[src/rtl/rpc_pkg.sv]
// Shared sizes and helpers for the retirement PC checker.
// Assumes lengths are unsigned byte counts narrower than the PC.
package rpc_pkg;
    localparam int PC_W  = 32;
    localparam int LEN_W = 4;

    // Sequential successor of a PC: add the zero-extended length.
    function automatic logic [PC_W-1:0] seq_next(input logic [PC_W-1:0] pc,
                                                 input logic [LEN_W-1:0] len);
        return pc + {{(PC_W-LEN_W){1'b0}}, len};
    endfunction
endpackage

[src/rtl/rpc_err_rec.sv]
// Sticky error record: keeps the first discontinuity until software or a
// controller clears it. A detection in the same cycle as a clear is kept.
module rpc_err_rec
    import rpc_pkg::*;
#(
    parameter int SLOT_W = 1
) (
    input  logic              clk,
    input  logic              rst_n,
    input  logic              det,
    input  logic [SLOT_W-1:0] det_slot,
    input  logic [PC_W-1:0]   det_exp,
    input  logic [PC_W-1:0]   det_obs,
    input  logic              clr,
    output logic              err,
    output logic [SLOT_W-1:0] slot,
    output logic [PC_W-1:0]   exp_pc,
    output logic [PC_W-1:0]   obs_pc
);
    // Capture a new error when free or being cleared; otherwise hold or clear.
    always_ff @(posedge clk) begin
        if (!rst_n) begin
            err    <= 1'b0;
            slot   <= '0;
            exp_pc <= '0;
            obs_pc <= '0;
        end else if (det && (!err || clr)) begin
            err    <= 1'b1;
            slot   <= det_slot;
            exp_pc <= det_exp;
            obs_pc <= det_obs;
        end else if (clr) begin
            err    <= 1'b0;
        end
    end

    // a held record is not disturbed without a clear.
    p_record_held_r9: assert property (@(posedge clk) disable iff (!rst_n)
        (err && !clr) |=> (err && $stable(exp_pc) && $stable(obs_pc) && $stable(slot)));
endmodule

[config.mk]
export PLATFORM = sky130hd
export DESIGN_NAME = rpc_err_rec
export DESIGN_NICKNAME = d
export VERILOG_FILES = /design/src/rtl/rpc_pkg.sv /design/src/rtl/rpc_err_rec.sv
export SDC_FILE = /design/constraint.sdc
export NUM_CORES = 1
export LEC_CHECK = 0
export ABC_AREA = 1
export BUFFER_PORTS_ARGS = -buffer_cell sky130_fd_sc_hd__clkbuf_2
export CORE_MARGIN = 3
export CORE_UTILIZATION = 42
export CTS_BUF_LIST = sky130_fd_sc_hd__clkbuf_16
export CTS_CLUSTER_SIZE = 30
export DETAILED_ROUTE_END_ITERATION = 16
export PLACE_DENSITY = 0.84
export SETUP_SLACK_MARGIN = 0.2
export SLEW_MARGIN = 10
export SYNTH_ARGS = -nofsm -noshare
export SYNTH_HDL_FRONTEND = slang
export SYNTH_SLANG_ARGS = --single-unit
[constraint.sdc]
create_clock -name clk -period 0.9 [get_ports clk]
set_input_delay 0.045 -clock clk [delete_from_list [all_inputs] [get_ports clk]]
set_output_delay 0.045 -clock clk [all_outputs]
set_load 0.02 [all_outputs]
# Yosys cells after proc, flatten, opt, wreduce, memory -nomap -nowiden

Cells that the tools add are included.

Bits in registers: 66
Output and inout port bits: 66
Word-level logic and storage cells: 10

Muxes and demuxes: 2
Reduce and logical (&&, ||, !) cells: 4

Operators by type and width:

| operator            | number |
|---|---|
| $mux W1             | 2 |
| $reduce_bool A2 Y1  | 1 |
| $logic_and A1 B1 Y1 | 1 |
| $logic_not A1 Y1    | 1 |
| $logic_or A1 B1 Y1  | 1 |

# Logic depth before layout (Yosys ltp)

Word-level depth: 4
Mapped depth: 7

# Least setup slack after synthesis

No wires, ideal clock.

Kind: register -> register
Start: register err
End: register exp_pc[0]
Library setup time: 0.115 ns
Arrival: 0.981 ns
Data required time: 0.785 ns
Path slack: -0.196 ns
Stages on the path, launching flop included: 6
Path buffers: 2
Clock period less this slack: 1.096 ns
Cells stage by stage: dfxtp_1 -> nand2_2 -> buf_6 -> buf_6 -> a21oi_1 -> nor2_1

Word-level cells in the longest chain between the ends: 3

Ends and longest elaborated chain:

| element                | line              | RTL |
|---|---|---|
| start, declared        | rpc_err_rec.sv:15 | `output logic err,` |
| start signal, assigned | rpc_err_rec.sv:23 | `err <= 1'b0;` |
| start signal, assigned | rpc_err_rec.sv:28 | `err <= 1'b1;` |
| start signal, assigned | rpc_err_rec.sv:33 | `err <= 1'b0;` |
| $logic_not A1 Y1       | rpc_err_rec.sv:27 | `end else if (det && (!err \|\| clr)) begin` |
| $logic_or A1 B1 Y1     | rpc_err_rec.sv:27 |  |
| $logic_and A1 B1 Y1    | rpc_err_rec.sv:27 |  |
| end signal, assigned   | rpc_err_rec.sv:30 | `exp_pc <= det_exp;` |
| end, declared          | rpc_err_rec.sv:17 | `output logic [PC_W-1:0] exp_pc,` |

Every way passes these cells.
A chain may end at the register's enable or synchronous reset.

# Final worst setup path

Start: register err
End: register obs_pc[25]

Word-level cells in the longest chain between the ends: 3

Ends and longest elaborated chain:

| element              | line              | RTL |
|---|---|---|
| $logic_not A1 Y1     | rpc_err_rec.sv:27 |  |
| $logic_or A1 B1 Y1   | rpc_err_rec.sv:27 |  |
| $logic_and A1 B1 Y1  | rpc_err_rec.sv:27 |  |
| end signal, assigned | rpc_err_rec.sv:31 | `obs_pc <= det_obs;` |
| end, declared        | rpc_err_rec.sv:18 | `output logic [PC_W-1:0] obs_pc` |

Every way passes these cells.

==> impl_metrics.py <==
metrics = {
    "setup_path": {
        "critPathMaxStageDelay_ps": 390,
        "cp-start-kind": "flop",
        "r2r-start": "err",
        "cp_slowest_cell": "dfxtp_4",
        "critPathTopFamily": "flip-flops",
        "timing.rr.end": "obs_pc[25]",
        "r2r_setup_slack_ps": -170,
        "worst-path-max-fanout": 24,
        "crit_buf_inv": 1,
        "path_class": "reg2reg",
        "crit_end": "obs_pc[25]",
        "required_ps": 1100,
        "cp_cell_sequence": "nand2_8 -> buf_16 -> a21oi_1 -> nor2_1",
        "path_depth": 4,
        "endpoint_kind": "flop",
        "reg2regPathDepth": 4,
        "crit_start": "err",
        "critPathArrivalTime_ps": 1280,
    },
    "sta": {
        "setup_viol": 66,
        "finalHoldViolations": 0,
        "min_period_over_period_pct": 119,
        "fin_skew_ps": 4.00,
        "worstMarginPinSlew_ps": 237,
        "finalMaxSlewViolations": 0,
        "grt_setup_unrepaired": "true",
        "fmaxAchievable_mhz": 931,
        "slew_headroom_pct": 84.2,
        "post-route-min-period_ps": 1070,
        "fin_ws_ps": -174,
    },
    "flow_run": {
        "cap_violations": 0,
    },
    "placed_design": {
        "place_congestion": 0.737,
        "hpwl_mm": 5.08,
        "pre_cts_ws_ps": -119,
        "numPortBuffers": 134,
        "placed_area_um2": 3680,
    },
    "final_layout": {
        "post-route-cell-area_um2": 5190,
        "fillCellCount": 447,
        "post_route_cells_drive_above_1_share_pct": 51.4,
        "syn_to_final_growth_pct": 73.2,
        "antenna-diode-count": 0,
        "fin_nets": 650,
    },
    "synthesis": {
        "muxShareOfSynthArea_pct": 0,
        "synth_area_leaders": "dfxtp_1, a21oi_1, nand3_1",
        "ys_async_sr_fraction_pct": 0,
        "synth_cell_type_count": 13,
        "syn_inst": 431,
        "ys_ff_latch": 66,
        "synthAdderAreaFrac_pct": 0,
        "synth.cell_area_um2": 3000,
        "synth_warnings": 0,
        "synth_top_area_share_pct": 44.1,
        "synth_edf_count": 0,
        "synth.net_count": 500,
        "synth_xor_area_share_pct": 0,
        "yosysSeqAreaShare_pct": 44.1,
        "synth_top_family_by_area": "simple AND/OR/NAND/NOR gates",
        "postSynthAreaPerCell_um2": 6.95,
        "synth_compound_area_share_pct": 11.1,
        "synth_common_cells": "dfxtp_1, inv_1",
        "synthFlopType": "dfxtp_1",
        "synth_top_area_cell": "dfxtp_1",
        "synth-simple-area-share_pct": 27.3,
    },
    "clock_network": {
        "cts_buffers": 9,
        "root_buffer": "clkbuf_16",
        "cts.sinks": 66,
        "clock_insertion_delay_worst_skew_ps": 320,
        "cts-htree-levels": 3,
        "cts_max_path_buffers": 2,
        "tritoncts": "yes",
        "clk_pin_slew_ps": 50,
    },
    "global_routing": {
        "grt_pass1_wl_mm": 14.4,
        "grt_pass1_vias": 3077,
        "track_usage_pct": 21.6,
        "grt_max_degree": 49,
        "antenna_found_initial": 0,
        "grt_overflow_total": 0,
    },
    "pwr": {
        "ir_drop_mv": 0.947,
        "powerDensity_nw_per_um2": 1660,
        "total_power_w": 0.00864,
        "p_leak_nw": 2.69,
    },
    "status": {
        "violations": "setup timing",
        "status": "complete, but fails checks",
    },
    "die": {
        "die_w_um": 90.5,
        "die_height_um": 90.5,
        "io_pins": 135,
        "dieArea_um2": 8180,
        "core_um2": 6870,
        "start_util_pct": 43.6,
        "std_cell_rows": 30,
    },
    "routing": {
        "ant_nets": 0,
        "route.detailed.drc": 0,
        "routedWlPerCell_um": 15.2,
        "drt-initial-drc-count": 129,
        "wl_mm": 10.3,
        "vias": 3375,
        "viasPerCell": 4.96,
        "firstDrtPassIters": 5,
    },
    "worst_hold_path": {
        "min_path_type": "in2reg",
    },
}
## metrics by stage
step | hold slack (ps) | TNS (ps) | util, % | instances
2_1_floorplan | 264 | -4460 | - | 431
3_3_place_gp | 352 | -2950 | 53.6 | 636
3_5_place_dp | 365 | -4550 | 53.6 | 636
4_1_cts | 17.3 | -4290 | 69.6 | 662
5_1_grt | 36.7 | -8430 | 75.5 | 680
6_report | 25.2 | -5530 | 75.5 | 680
## logic make-up after synthesis
| logic type | Yosys count |
|---|---|
| compound gates | 66 |
| buf+inv | 103 |
| flops | 66 |
| simple gates | 196 |
## state kept, by name, indices dropped and copies added (netlist names)
name and flops:
err 1, exp_pc 32, obs_pc 32, slot 1
## placed cells by master (no fill, tap or decap)
master     synthesis  routed
nand3_2            0       8
clkbuf_2           0      67
clkinv_2           0       4
clkbuf_4           0       1
a21oi_1           65      32
a21oi_2            0      33
dfxtp_2            0      62
buf_12             0       6
nand3_1           65      57
clkbuf_16          0      12
inv_2              1       1
nor2_2             0       3
buf_8              0      66
inv_1             66      66
nor2_1            65      62
nand2_8            0       1
clkinv_1           0       1
buf_16             0       2
buf_4              5      28
nand2_1           65      65
a21boi_1           1       1
nand2_4            0       1
buf_6             13       1
dfxtp_4            0       4
## tightest hold or removal path, delay by kind of cell
| family | cells | cell delay (ps) |
|---|---|---|
| buffers and inverters | 2 | 120 |
| AND/OR/NAND/NOR | 3 | 150 |
## power by group
part / internal [W] / total, W / switching [W]
Clock: 0.00180 / 0.00301 / 0.00121
Sequential: 0.00320 / 0.00344 / 0.000235
Combinational: 0.00116 / 0.00219 / 0.00104
Total: 0.00616 / 0.00864 / 0.00248
## final cells by class
type,count,area (µm²),share of cell area (%)
Clock inverter,5,23.8,0.458
Inverter,67,251,4.85
Timing Repair Buffer,174,1810,34.8
Sequential cell,66,1410,27.2
Tap cell,96,120,2.31
Clock buffer,9,225,4.34
Multi-Input combinational cell,263,1350,26.0
## worst min path at each step
| stage | endpoint | from | slack [ps] | depth (start not counted) |
|---|---|---|---|---|
| after floorplan | exp_pc[0] | det_exp[0] | 260 | 4 |
| after global placement | obs_pc[17] | det_obs[17] | 350 | 5 |
| after detailed placement | obs_pc[2] | det_obs[2] | 360 | 5 |
| after CTS | obs_pc[2] | det_obs[2] | 20 | 5 |
| after global routing | obs_pc[19] | det_obs[19] | 40 | 5 |
| final | obs_pc[2] | det_obs[2] | 30 | 5 |
## metal layers
| metal | part of all wire [%] | vias up | global-route usage [%] |
|---|---|---|---|
| met5 | 0 | - | 0 |
| met4 | 2.4 | 0 | 9.95 |
| met3 | 6.2 | 22 | 5.50 |
| met2 | 55 | 157 | 39.2 |
| met1 | 37 | 1561 | 23.2 |
| li1 | - | 1635 | - |
## repair_timing
item	CTS	global route
cloned	2	4
gates resized for setup	212	102
pin swaps	0	1
hold buffers	0	0
setup endpoints to repair	132	132
buffers inserted	10	14
(Power assumes the default switching activity.)
